<file path="src/rtl/nrf_pkg.sv">
package nrf_pkg;
  localparam int NIB_W  = 4;
  localparam int BYTE_W = 2 * NIB_W;
  localparam logic [NIB_W-1:0] PRE_NIB = 4'h5;
  localparam logic [NIB_W-1:0] SFD_NIB = 4'hD;

  typedef enum logic [1:0] {
    HS_IDLE  = 2'd0,
    HS_HUNT  = 2'd1,
    HS_FRAME = 2'd2
  } hunt_st_e;
endpackage

</file>
<file path="src/rtl/nrf_nib_pack.sv">
module nrf_nib_pack
  import nrf_pkg::*;
(
  input  logic              clk_i,
  input  logic              rst_ni,
  input  logic              dv_i,
  input  logic [NIB_W-1:0]  nib_i,
  output logic              sof_o,
  output logic              byte_vld_o,
  output logic [BYTE_W-1:0] byte_o,
  output logic              end_o,
  output logic              in_frame_o
);
  hunt_st_e         st_q;
  logic [NIB_W-1:0] prev_q, low_q;
  logic             prev_vld_q, phase_q;

  assign in_frame_o = (st_q == HS_FRAME);

  always_ff @(posedge clk_i or negedge rst_ni) begin
    if (!rst_ni) begin
      st_q       <= HS_IDLE;
      prev_q     <= '0;
      low_q      <= '0;
      prev_vld_q <= 1'b0;
      phase_q    <= 1'b0;
      sof_o      <= 1'b0;
      byte_vld_o <= 1'b0;
      byte_o     <= '0;
      end_o      <= 1'b0;
    end else begin
      sof_o      <= 1'b0;
      byte_vld_o <= 1'b0;
      end_o      <= 1'b0;
      case (st_q)
        HS_IDLE, HS_HUNT: begin
          if (dv_i) begin
            prev_q     <= nib_i;
            prev_vld_q <= 1'b1;
            st_q       <= HS_HUNT;
            if (prev_vld_q && prev_q == PRE_NIB && nib_i == SFD_NIB) begin
              st_q    <= HS_FRAME;
              sof_o   <= 1'b1;
              phase_q <= 1'b0;
            end
          end else begin
            st_q       <= HS_IDLE;
            prev_vld_q <= 1'b0;
          end
        end
        HS_FRAME: begin
          if (dv_i) begin
            if (!phase_q) begin
              low_q <= nib_i;
            end else begin
              byte_vld_o <= 1'b1;
              byte_o     <= {nib_i, low_q};
            end
            phase_q <= ~phase_q;
          end else begin
            // odd trailing nibble in low_q is simply dropped
            end_o      <= 1'b1;
            st_q       <= HS_IDLE;
            prev_vld_q <= 1'b0;
          end
        end
        default: st_q <= HS_IDLE;
      endcase
    end
  end
endmodule

</file>
<file path="src/rtl/nrf_len_ctl.sv">
module nrf_len_ctl
  import nrf_pkg::*;
#(
  parameter int CNT_W     = 11,
  parameter int LEN_OFS   = 12,
  parameter int PAD_LIMIT = 46,
  parameter int MAX_LEN   = 1500,
  parameter int MIN_FRAME = 64
) (
  input  logic              clk_i,
  input  logic              rst_ni,
  input  logic              sof_i,
  input  logic              byte_vld_i,
  input  logic [BYTE_W-1:0] byte_i,
  input  logic              in_frame_i,
  input  logic              col_i,
  input  logic              pad_en_i,
  input  logic              runt_keep_i,
  output logic              keep_o,
  output logic              discard_o
);
  localparam int HDR   = LEN_OFS + 2;
  localparam int LIM_W = CNT_W + 17;
  localparam logic [CNT_W-1:0] IDX_HI  = CNT_W'(LEN_OFS);
  localparam logic [CNT_W-1:0] IDX_LO  = CNT_W'(LEN_OFS + 1);
  localparam logic [CNT_W-1:0] MIN_CNT = CNT_W'(MIN_FRAME);
  localparam logic [15:0]      PAD_LIM = 16'(PAD_LIMIT);
  localparam logic [15:0]      LEN_MAX = 16'(MAX_LEN);

  logic [CNT_W-1:0] cnt_q;
  logic [15:0]      len_q;
  logic             len_ok_q, pad_q, rk_q, col_q;
  logic             cnt_sat, strip_act, runt;
  logic [LIM_W-1:0] cnt_x, lim_x;

  assign cnt_sat = &cnt_q;

  always_ff @(posedge clk_i or negedge rst_ni) begin
    if (!rst_ni) begin
      cnt_q    <= '0;
      len_q    <= '0;
      len_ok_q <= 1'b0;
      pad_q    <= 1'b0;
      rk_q     <= 1'b0;
      col_q    <= 1'b0;
    end else if (sof_i) begin
      cnt_q    <= '0;
      len_ok_q <= 1'b0;
      pad_q    <= pad_en_i;
      rk_q     <= runt_keep_i;
      col_q    <= 1'b0;
    end else begin
      if (byte_vld_i && !cnt_sat) cnt_q <= cnt_q + 1'b1;
      if (byte_vld_i && cnt_q == IDX_HI) len_q[15:8] <= byte_i;
      if (byte_vld_i && cnt_q == IDX_LO) begin
        len_q[7:0] <= byte_i;
        len_ok_q   <= 1'b1;
      end
      if (in_frame_i && col_i && cnt_q < MIN_CNT) col_q <= 1'b1;
    end
  end

  // type values above MAX_LEN never strip
  assign strip_act = pad_q && len_ok_q && (len_q < PAD_LIM) && (len_q <= LEN_MAX);
  assign cnt_x     = LIM_W'(cnt_q);
  assign lim_x     = LIM_W'(HDR) + LIM_W'(len_q);
  assign keep_o    = !strip_act || (cnt_x < lim_x);
  assign runt      = cnt_q < MIN_CNT;
  assign discard_o = !rk_q && (runt || col_q);
endmodule

</file>
<file path="src/rtl/nrf_hold_out.sv">
module nrf_hold_out
  import nrf_pkg::*;
(
  input  logic              clk_i,
  input  logic              rst_ni,
  input  logic              sof_i,
  input  logic              byte_vld_i,
  input  logic              keep_i,
  input  logic [BYTE_W-1:0] byte_i,
  input  logic              end_i,
  input  logic              discard_i,
  output logic              wr_en_o,
  output logic [BYTE_W-1:0] wr_data_o,
  output logic              wr_sof_o,
  output logic              wr_eof_o,
  output logic              wr_discard_o
);
  logic [BYTE_W-1:0] hold_q;
  logic              hold_vld_q, first_q;

  always_ff @(posedge clk_i or negedge rst_ni) begin
    if (!rst_ni) begin
      hold_q       <= '0;
      hold_vld_q   <= 1'b0;
      first_q      <= 1'b0;
      wr_en_o      <= 1'b0;
      wr_data_o    <= '0;
      wr_sof_o     <= 1'b0;
      wr_eof_o     <= 1'b0;
      wr_discard_o <= 1'b0;
    end else begin
      wr_en_o      <= 1'b0;
      wr_sof_o     <= 1'b0;
      wr_eof_o     <= 1'b0;
      wr_discard_o <= 1'b0;
      if (sof_i) begin
        first_q    <= 1'b1;
        hold_vld_q <= 1'b0;
      end else if (byte_vld_i && keep_i) begin
        if (hold_vld_q) begin
          wr_en_o   <= 1'b1;
          wr_data_o <= hold_q;
          wr_sof_o  <= first_q;
          first_q   <= 1'b0;
        end
        hold_q     <= byte_i;
        hold_vld_q <= 1'b1;
      end else if (end_i) begin
        if (hold_vld_q) begin
          wr_en_o      <= 1'b1;
          wr_data_o    <= hold_q;
          wr_sof_o     <= first_q;
          wr_eof_o     <= 1'b1;
          wr_discard_o <= discard_i;
        end
        first_q    <= 1'b0;
        hold_vld_q <= 1'b0;
      end
    end
  end
endmodule

</file>
<file path="src/rtl/nib_rx_framer.sv">
module nib_rx_framer
  import nrf_pkg::*;
#(
  parameter int CNT_W     = 11,
  parameter int LEN_OFS   = 12,
  parameter int PAD_LIMIT = 46,
  parameter int MAX_LEN   = 1500,
  parameter int MIN_FRAME = 64
) (
  input  logic       clk_i,
  input  logic       rst_ni,
  input  logic       rx_dv_i,
  input  logic [3:0] rx_nib_i,
  input  logic       col_i,
  input  logic       pad_strip_en_i,
  input  logic       runt_keep_i,
  output logic       wr_en_o,
  output logic [7:0] wr_data_o,
  output logic       wr_sof_o,
  output logic       wr_eof_o,
  output logic       wr_discard_o
);
  logic              sof, byte_vld, end_p, in_frame, keep, discard;
  logic [BYTE_W-1:0] byte_d;

  nrf_nib_pack u_pack (
    .clk_i      (clk_i),
    .rst_ni     (rst_ni),
    .dv_i       (rx_dv_i),
    .nib_i      (rx_nib_i),
    .sof_o      (sof),
    .byte_vld_o (byte_vld),
    .byte_o     (byte_d),
    .end_o      (end_p),
    .in_frame_o (in_frame)
  );

  nrf_len_ctl #(
    .CNT_W     (CNT_W),
    .LEN_OFS   (LEN_OFS),
    .PAD_LIMIT (PAD_LIMIT),
    .MAX_LEN   (MAX_LEN),
    .MIN_FRAME (MIN_FRAME)
  ) u_len (
    .clk_i       (clk_i),
    .rst_ni      (rst_ni),
    .sof_i       (sof),
    .byte_vld_i  (byte_vld),
    .byte_i      (byte_d),
    .in_frame_i  (in_frame),
    .col_i       (col_i),
    .pad_en_i    (pad_strip_en_i),
    .runt_keep_i (runt_keep_i),
    .keep_o      (keep),
    .discard_o   (discard)
  );

  nrf_hold_out u_out (
    .clk_i        (clk_i),
    .rst_ni       (rst_ni),
    .sof_i        (sof),
    .byte_vld_i   (byte_vld),
    .keep_i       (keep),
    .byte_i       (byte_d),
    .end_i        (end_p),
    .discard_i    (discard),
    .wr_en_o      (wr_en_o),
    .wr_data_o    (wr_data_o),
    .wr_sof_o     (wr_sof_o),
    .wr_eof_o     (wr_eof_o),
    .wr_discard_o (wr_discard_o)
  );
endmodule

</file>
<file path="config.mk">
export PLATFORM = sky130hd
export DESIGN_NAME = nib_rx_framer
export DESIGN_NICKNAME = d
export VERILOG_FILES = /design/src/rtl/nrf_pkg.sv /design/src/rtl/nrf_nib_pack.sv /design/src/rtl/nrf_len_ctl.sv /design/src/rtl/nrf_hold_out.sv /design/src/rtl/nib_rx_framer.sv
export SDC_FILE = /design/constraint.sdc
export NUM_CORES = 1
export LEC_CHECK = 0
export ABC_CLOCK_PERIOD_IN_PS = 7400
export BUFFER_PORTS_ARGS = -buffer_cell sky130_fd_sc_hd__buf_2
export CORE_UTILIZATION = 60
export CTS_BUF_LIST = sky130_fd_sc_hd__clkbuf_2 sky130_fd_sc_hd__clkbuf_4 sky130_fd_sc_hd__clkbuf_8
export CTS_CLUSTER_SIZE = 14
export DETAILED_ROUTE_END_ITERATION = 16
export HOLD_SLACK_MARGIN = 0.1
export PLACE_DENSITY = 0.79
export SLEW_MARGIN = 30
export SYNTH_ARGS = -nofsm -noshare
export SYNTH_HDL_FRONTEND = slang
export SYNTH_SLANG_ARGS = --single-unit
</file>
<file path="constraint.sdc">
create_clock -name clk_i -period 7.4 [get_ports clk_i]
set_input_delay 0.37 -clock clk_i [delete_from_list [all_inputs] [get_ports clk_i]]
set_output_delay 0.37 -clock clk_i [all_outputs]
set_load 0.02 [all_outputs]
</file>
# Word-level counts from Yosys, hierarchy flattened
# Index checks and enable logic that the tools add are counted.
[op_classes]
bitwise = 2
n_reduce_logical = 36
n_mux = 48
order_cmp = 4
n_addsub = 2
eq_ne = 11
[ops]
columns = ["cell", "count"]
rows = [
  ["$mux 1", 37],
  ["$lt 11x28->1", 1],
  ["$mux 8", 3],
  ["$eq 11x4->1 const B", 2],
  ["$mux 11", 2],
  ["$add 4x16->17 const A", 1],
  ["$le 16x11->1 const B", 1],
  ["$lt 16x6->1 const B", 1],
  ["$reduce_and 2->1", 7],
  ["$logic_and 1x1->1", 12],
  ["$add 11x1->11 const B", 1],
  ["$lt 11x7->1 const B", 1],
  ["$reduce_and 11->1", 1],
  ["$reduce_bool 2->1", 5],
  ["$mux 2", 3],
  ["$ne 2x2->1 const B", 3],
  ["$reduce_and 3->1", 2],
  ["$eq 4x3->1 const B", 1],
  ["$eq 4x4->1 const B", 1],
  ["$pmux 1 s2", 2],
  ["$pmux 2 s2", 1],
  ["$reduce_and 4->1", 1],
  ["$logic_not 1->1", 3],
  ["$ne 3x2->1 const B", 1],
  ["8 further kinds", 10],
]
[word_totals]
register_bits = 76
word_cells = 127

# Logic depth before layout (Yosys ltp)
# Gate-level depths: netlist of run 1.
[logic_depth]
ltp_word = 8
ltp_mapped = 13
ltp_nobuf = 12

# By module
# A second synthesis of run 1 with hierarchy kept.
[unflattened]
cells_unflattened = 280
hier_area_um2 = 3601.0
[by_module_without_submodules]
columns = ["mod", "seq_area_each_um2", "instances", "area_each_um2", "cells_each"]
rows = [
  ["nrf_len_ctl", 775.7, 1, 1821.7, 167],
  ["nrf_nib_pack", 575.6, 1, 919.6, 60],
  ["nrf_hold_out", 550.5, 1, 859.6, 53],
]

# Least setup slack after synthesis of run 1
# No wires, ideal clock.
[synth_path]
path_kind = "flip-flop to flip-flop"
start = "register u_len.len_q[1]"
end = "register u_out.wr_data_o[0]"
stages_incl_launch_ff = 14
required_time_ns = 7.275
arrival_time_ns = 2.612
synth_period_minus_slack_ns = 2.737
setup_slack_ns = 4.663
setup_time_ns = 0.125
path_buffers = 1
cell_sequence = "dfrtp_1 > inv_1 > ha_1 > nand2b_1 > nor2b_1 > nand2_1 > xor2_1 > ha_1 > nand4_1 > a22oi_1 > a21oi_1 > o41a_1 > buf_6 > mux2_4"
[synth_via]
elab_chain_cells = 8
[synth_rtl]
columns = ["element", "line", "text"]
rows = [
  ["start, declared", "nrf_len_ctl.sv:31", "logic [15:0] len_q;"],
  ["start signal, assigned", "nrf_len_ctl.sv:56", "len_q[7:0] <= byte_i;"],
  ["parallel branches: the longest is 4 deep, another holds $lt 11x28->1", "--", ""],
  ["$logic_or 1x1->1 (*)", "nrf_len_ctl.sv:67", "assign keep_o = !strip_act || (cnt_x < lim_x);"],
  ["$logic_and 1x1->1 (*)", "nrf_hold_out.sv:39", "end else if (byte_vld_i && keep_i) begin"],
  ["$reduce_bool 2->1 (no line)", "--", ""],
  ["$reduce_and 2->1 (no line)", "--", ""],
  ["end signal, assigned", "nrf_hold_out.sv:42", "wr_data_o <= hold_q;"],
  ["end signal, assigned", "nrf_hold_out.sv:51", "wr_data_o <= hold_q;"],
  ["end, declared", "nrf_hold_out.sv:13", "output logic [BYTE_W-1:0] wr_data_o,"],
]
# Every way passes the cells marked *.
# A chain may end at the register's enable or synchronous reset.

# Final worst setup path of run 1
[layout_path]
start = "register u_len.len_q[1]"
end = "register u_out.wr_data_o[1]"
# Same word-level chain as after synthesis.

==> results of run 1 <==
worst register-to-register path, stage by stage (launching register included):
cell      delay, ps
dfrtp_1         430
inv_1            60
ha_1            220
nand2b_1         90
nor2b_1         160
nand2_1          80
xor2_1          150
ha_1            310
nand4_1         110
a22oi_1         210
a21oi_1          90
o41a_1          700
mux2_4          400
cell usage after synthesis, drive strengths merged (3+ instances only):
master   n  area, sq um
dfrtp   76         1900
mux2    46          559
nand2   28          120
nor2    22         85.1
ha      14          175
xor2    13          114
inv     12         45.0
nand4   10         62.6
o21ai    9         48.8
a21oi    7         35.0
nand3    7         35.0
nand2b   5         31.3
nor2b    5         31.3
nor3     5         25.0
and3     4         31.3
clkbuf   4         15.0
nor4     4         25.0
xnor2    4         35.0
nor4b    3         32.5
layout make-up:
cell class	instances	area [sq um]
Clock buffer	10	138
Clock inverter	6	87.6
Fill cell	383	1650
Inverter	12	45.0
Multi-Input combinational cell	206	1610
Sequential cell	76	1900
Tap cell	72	90.1
Timing Repair Buffer	22	121
stage by stage:
step	power, mW	cell area [sq um]
after floorplan	0.443	3580
after global placement	0.456	3750
after detailed placement	0.457	3750
after CTS	0.807	3980
after global routing	0.831	3990
final	0.802	3990
registers in the layout (all words and copies together), names as in the netlist, 2 cells and up:
| signal | count |
|---|---|
| u_out.wr_data_o | 8 |
| u_len.len_q | 16 |
| u_len.cnt_q | 11 |
| u_pack.byte_o | 8 |
| u_pack.st_q | 2 |
| u_pack.low_q | 4 |
| u_out.hold_q | 8 |
| u_pack.prev_q | 4 |
how the worst min path moves through the flow:
stage | startpoint | end | slack (ps)
2_1_floorplan | rst_ni | u_len.cnt_q[0]$_DFFE_PN0P_ | 70
3_3_place_gp | u_len.rk_q$_DFFE_PN0P_ | u_out.wr_discard_o$_DFF_PN0_ | 420
3_5_place_dp | u_len.rk_q$_DFFE_PN0P_ | u_out.wr_discard_o$_DFF_PN0_ | 430
4_1_cts | rst_ni | u_len.cnt_q[4]$_DFFE_PN0P_ | 180
5_1_grt | pad_strip_en_i | u_len.pad_q$_DFFE_PN0P_ | 260
6_report | pad_strip_en_i | u_len.pad_q$_DFFE_PN0P_ | 260
cells by family after synthesis:
group / after synthesis
AO/OA/AOI/OAI: 28
XOR/XNOR: 17
adder cells (fa/ha/maj): 14
buffers and inverters: 17
flip-flops: 76
multiplexers: 47
AND/OR/NAND/NOR: 100
layer usage:
metal  track usage  vias to the layer above
met1         0.330                     1174
li1              -                     1114
met2         0.379                       46
met3        0.0598                       11
met4         0.102                        0
met5             0                        -
report_power, final:
part	internal (mW)	switching [mW]	total (mW)
Clock	0.198	0.154	0.353
Combinational	0.00831	0.0151	0.0234
Sequential	0.422	0.00439	0.426
Total	0.628	0.174	0.802
cells in the final DEF, fill, tap and decap left out, types with 3 or more instances in the layout:
cell type / instances
nor4_1: 4
nor2_1: 21
xor2_1: 13
buf_2: 20
o21ai_0: 8
nand2_1: 26
clkbuf_8: 10
mux2_2: 35
ha_1: 14
clkinvlp_4: 3
nor2b_1: 5
nand3_1: 7
a21oi_1: 7
inv_1: 12
mux2_4: 11
nor3_1: 5
nand2b_1: 5
dfrtp_1: 76
xnor2_1: 4
nand4_1: 10
==> metrics.md, run 1 <==
| Metric | Value |
|---|---|
| CTS Sinks | 76 |
| Placer Congestion | 0.839 |
| CTS root buf | clkbuf_8 |
| Resized cells post-CTS | 0 |
| Routed length per instance | 16.4 microns |
| Worst path cell trace | inv_1 > ha_1 > nand2b_1 > nor2b_1 > nand2_1 > xor2_1 > ha_1 > nand4_1 > a22oi_1 > a21oi_1 > o41a_1 > mux2_4 |
| P&R area growth vs syn | 11.5% |
| Synth Area in Simple Gates | 0.148 |
| First-pass GRT wire length | 11,500 microns |
| CP Depth | 12 |
| # IOs | 22 |
| Largest family of logic cells by synthesized area | multiplexers |
| Met1 WL | a little over 3000 microns |
| Antenna viol nets, final | 0 |
| Dpl ws | 4280 ps |
| CP max stage delay | 700 ps |
| Final hold violation count | 0 |
| Power Density | around 200 nW/um^2 |
| Post-Synth XOR/XNOR Area | 0.0416 |
| Critical path fanouts, max | 10 |
| Slack of the critical path | between 4000 and 5000 ps |
| Final Setup Violations | 0 |
| DR iter-0 viols | 125 |
| Number of global-route vias before repair | around 2,300 |
| Final Util | 0.707 |
| Largest net degree at the start of global routing | 77 |
| Total GRT Usage | 0.245 |
| CP most frequent cell | ha_1 |
| Core area | 5640 sq um |
| CTS tree | built |
| Floorplan row count | 27 |
| Setup bufs post-CTS | 0 |
| Slew Viols, Final | 0 |
| Crit-path leading delay family | compound AO/OA/AOI/OAI gates |
| Worst-Margin Slew | 737 ps |
| Worst skew pair latency | 350 ps |
| Seq/Total Area, Yosys | 0.531 |
| DRC | 0 |
| Chip Height | 79.2 microns |
| Reg2Reg Launch Point | u_len.len_q[1]$_DFFE_PN0P_ |
| Setup crit start | u_len.len_q[1]$_DFFE_PN0P_ |
| FF-to-FF End | u_out.wr_data_o[1]$_DFFE_PN0P_ |
| Max layer used | met4 |
| Layout net count | 351 |
| Worst Hold Class | in -> reg |
| Main flop type after synthesis | dfrtp_1 |
| HPWL after detailed placement | about 4600 microns |
| Outcome | completed |
| Final Skew | 12.2 ps |
| Die width | 79.2 microns |
| Critical path type | reg -> reg |
| Max VDD drop | 0.166 mV |
| Post-synth net total | 323 |
| Crit path buffers/inverters | 1 |
| DRT Wirelength | 6620 microns |
| Initial antenna violation count | 0 |
| N_diodes | 0 |
| CTS Hold Buffers Added | 0 |
| Grt total ovfl | 0 |
| Slew margin rel. | 0.509 |
| Port bufs | 21 |
| Critical path launch point type | register |
| Post-synthesis cell type count | between 40 and 50 |
| CTS Buf Count | 9 |
| Met3 wire length | 243 microns |
| Starting density of the core | 0.635 |
| Reg clk slew, reported paths | ~80 ps |
| Post-synth EDFFs | 0 |
| Mux cell area share after synthesis | 0.159 |
| Fin cells | 404 |
| Routed via count | 2,345 |
| R2r setup slk | 4280 ps |
| Hold path depth | 2 |
| Fraction of layout cells with a size suffix above 1 | 0.274 |
| Async S/R FF share, synth | 1.00 |
| FMAX | 321 MHz |
| Clock Path Buffers | 2 |
| H-tree depth | 3 |
| Worst R2R Path Depth | 12 |
| Vias per inst | 5.80 |
| Synthesized area | roughly 3600 sq um |
| Mean area per synthesized cell | 12.0 sq um |
| RSZ-0062 raised after global routing | no |
| Metal2 WL | roughly 3200 microns |
| Crit path arrival time | 3360 ps |
| First-pass DRT Iterations | 4 |
| CP max-delay cell | o41a_1 |
| Mapped Cells | 299 |
| Max_cap viols | 0 |
| Crit path to | u_out.wr_data_o[1]$_DFFE_PN0P_ |
| Setup tns final | 0 ps |
| Compound-Gate Fraction of Synth Area | 0.0510 |
| Ys Warns | 0 |
| Leakage | about 2 nW |
| CP endpoint kind | register |
| Final Cycle Share | 0.421 |
| Critical Path RT | 7640 ps |
| Placed insts | approximately 390 |
| Seq cells post-synth | 76 |
| Die area | 6280 sq um |
| Hold Slack | about 260 ps |
| Post-synthesis adder-cell area fraction | 0.0489 |
| Final Critical Period | 3120 ps |
(Power assumes the default switching activity.)
==> run 2, diff against run 1 <==
--- a/config.mk
+++ b/config.mk
@@ -5,7 +5,7 @@
 export SDC_FILE = /design/constraint.sdc
 export NUM_CORES = 1
 export LEC_CHECK = 0
-export ABC_CLOCK_PERIOD_IN_PS = 7400
+export ABC_CLOCK_PERIOD_IN_PS = 3000
 export BUFFER_PORTS_ARGS = -buffer_cell sky130_fd_sc_hd__buf_2
 export CORE_UTILIZATION = 60
 export CTS_BUF_LIST = sky130_fd_sc_hd__clkbuf_2 sky130_fd_sc_hd__clkbuf_4 sky130_fd_sc_hd__clkbuf_8
==> constraint.sdc (replaced) <==
create_clock -name clk_i -period 3 [get_ports clk_i]
set_input_delay 0.15 -clock clk_i [delete_from_list [all_inputs] [get_ports clk_i]]
set_output_delay 0.15 -clock clk_i [all_outputs]
set_load 0.02 [all_outputs]
==> metrics.md, run 2 (synthesis results as in run 1) <==
| Metric | Value |
|---|---|
| Total Power | 1.84 mW (was 802 uW) |
| Final Critical Period | 2940 ps (was 3120 ps) |
| Die width | 79.2 microns (unchanged) |
| Final Setup Violations | 0 (unchanged) |
| Final Skew | 14.5 ps (was 12.2 ps) |
| Final hold violation count | 0 (unchanged) |
| Starting density of the core | 0.635 (unchanged) |
| Largest net degree at the start of global routing | 77 (unchanged) |
| Fraction of layout cells with a size suffix above 1 | 0.301 (was 0.274) |
| First-pass GRT wire length | 12,000 microns (was 11,500 microns) |
| DR iter-0 viols | 152 (was 125) |
| Port bufs | 21 (unchanged) |
| Slack of the critical path | 63.5 ps (was 4280 ps) |
| CP max stage delay | 420 ps (was 700 ps) |
| Final Cycle Share | 0.979 (was 0.421) |
| Worst-Margin Slew | 663 ps (was 737 ps) |
| Routed length per instance | 17.3 microns (was 16.4 microns) |
| Worst path cell trace | inv_1 > ha_1 > nand2b_1 > nor2b_2 > nand2_1 > xor2_1 > ha_1 > nor4_2 > a22oi_2 > buf_4 > a211oi_2 > o21ai_2 > buf_12 > mux2_2 (was inv_1 > ha_1 > nand2b_1 > nor2b_1 > nand2_1 > xor2_1 > ha_1 > nand4_1 > a22oi_1 > a21oi_1 > o41a_1 > mux2_4) |
| Placer Congestion | 0.875 (was 0.839) |
| Core area | 5640 sq um (unchanged) |
| Power Density | 445 nW/um^2 (was 201 nW/um^2) |
| HPWL after detailed placement | 4860 microns (was 4580 microns) |
| Clock Path Buffers | 2 (unchanged) |
| Leakage | 2.06 nW (was 2.00 nW) |
| Max_cap viols | 0 (unchanged) |
| Crit path arrival time | 3170 ps (was 3360 ps) |
| CP max-delay cell | dfrtp_1 (was o41a_1) |
| Die area | 6280 sq um (unchanged) |
| Critical Path RT | 3230 ps (was 7640 ps) |
| Critical path type | reg -> reg (unchanged) |
| Placed cell area | 3790 sq um (was 3750 sq um) |
| Worst skew pair latency | 350 ps (about the same) |
| Initial antenna violation count | 0 (unchanged) |
| Crit-path leading delay family | simple AND/OR/NAND/NOR gates (was compound AO/OA/AOI/OAI gates) |
| CTS root buf | clkbuf_8 (unchanged) |
| Dpl ws | 22.6 ps (was 4280 ps) |
| Chip Height | 79.2 microns (unchanged) |
| # IOs | 22 (unchanged) |
| Routed via count | 2,453 (was 2,345) |
| Final instance area | 4130 sq um (was 3990 sq um) |
| Max FFs per register | 16 (unchanged) |
| Hold Slack | 392 ps (was 261 ps) |
| Slew margin rel. | 0.558 (was 0.509) |
| CTS tree | built (unchanged) |
| Crit path buffers/inverters | 3 (was 1) |
| CTS Sinks | 76 (unchanged) |
| Floorplan row count | 27 (unchanged) |
| Grt total ovfl | 0 (unchanged) |
| Slew Viols, Final | 0 (unchanged) |
| Layout net count | 365 (was 351) |
| Commonest non-fill, non-tap cell in the layout | dfrtp_1 (unchanged) |
| Register name with the most flops | u_len.len_q (unchanged) |
| RSZ-0062 raised after global routing | yes (was no) |
| Critical path fanouts, max | 9 (was 10) |
| Number of global-route vias before repair | 2,552 (was 2,326) |
| Total GRT Usage | 0.255 (was 0.245) |
| Max VDD drop | 0.323 mV (was 0.166 mV) |
| First-pass DRT Iterations | 4 (unchanged) |
| Reg clk slew, reported paths | 80 ps (about the same) |
| CP endpoint kind | register (unchanged) |
| DRC | 0 (unchanged) |
| Worst Hold Class | in -> async (was in -> reg) |
| Critical path launch point type | register (unchanged) |
| CTS Buf Count | 9 (unchanged) |
| Outcome | completed (unchanged) |
| N_diodes | 0 (unchanged) |
| DRT Wirelength | 7240 microns (was 6620 microns) |
| FMAX | 341 MHz (was 321 MHz) |
| Antenna viol nets, final | 0 (unchanged) |
| Vias per inst | 5.87 (was 5.80) |
| H-tree depth | 3 (unchanged) |
| Top flop regs | u_len.len_q x16, u_len.cnt_q x11 (unchanged) |
| P&R area growth vs syn | 15.2% (was 11.5%) |
| Most frequent cells in the layout | dfrtp_1, mux2_2, nand2_1 (unchanged) |
| CP most frequent cell | ha_1 (unchanged) |
-- run 2: metal layers --
metal  track usage  vias up  share of wire
met2         0.446       62           0.51
li1              -     1138              -
met1         0.305     1240           0.44
met5             0        -              0
met4         0.104        0          0.018
met3        0.0552       13          0.035
-- run 2: through the flow --
step	TNS, ps	utilization	instances
global route	-650	0.731	418
global placement	0	0.671	390
CTS	0	0.720	415
floorplan	0	-	299
detailed placement	0	0.671	390
finish	0	0.731	418
-- run 2: cell type report --
| type | instances | area, sq um |
|---|---|---|
| flip-flops and latches | 76 | 1900 |
| fillers | 365 | 1520 |
| repair buffers | 36 | 267 |
| clock buffers | 10 | 138 |
| clock inverters | 6 | 46.3 |
| inverters | 12 | 45.0 |
| well taps | 72 | 90.1 |
| multi-input cells | 206 | 1640 |
-- run 2: what timing repair did --
| item | in CTS | in global routing |
|---|---|---|
| resized for setup | 0 | 13 |
| endpoints found under the hold margin | 92 | 0 |
| setup buffers | 0 | 2 |
| hold buffers | 9 | 0 |
| setup endpoints to repair | 0 | 18 |
-- run 2: worst paths after layout --
path | slack [ps] | depth (start not counted) | endpoint | startpoint
worst max-delay path | 60 | 14 | u_out.hold_q[0]$_DFFE_PN0P_ | u_len.len_q[1]$_DFFE_PN0P_
max in group asynchronous | 2160 | 2 | u_pack.end_o$_DFF_PN0_ | rst_ni
worst max register to register | 60 | 14 | u_out.hold_q[0]$_DFFE_PN0P_ | u_len.len_q[1]$_DFFE_PN0P_
min in group clk_i | 440 | 1 | u_out.wr_discard_o$_DFF_PN0_ | u_len.rk_q$_DFFE_PN0P_
worst min register to register | 440 | 1 | u_out.wr_discard_o$_DFF_PN0_ | u_len.rk_q$_DFFE_PN0P_
worst min-delay path | 390 | 2 | u_out.wr_data_o[0]$_DFFE_PN0P_ | rst_ni
-- run 2: power by group --
part | switching (mW) | internal [mW] | leakage (nW)
Combinational | 0.0381 | 0.0273 | 0.930
Sequential | 0.0109 | 1.04 | 1.04
Clock | 0.393 | 0.328 | 0.0893
Total | 0.442 | 1.40 | 2.06
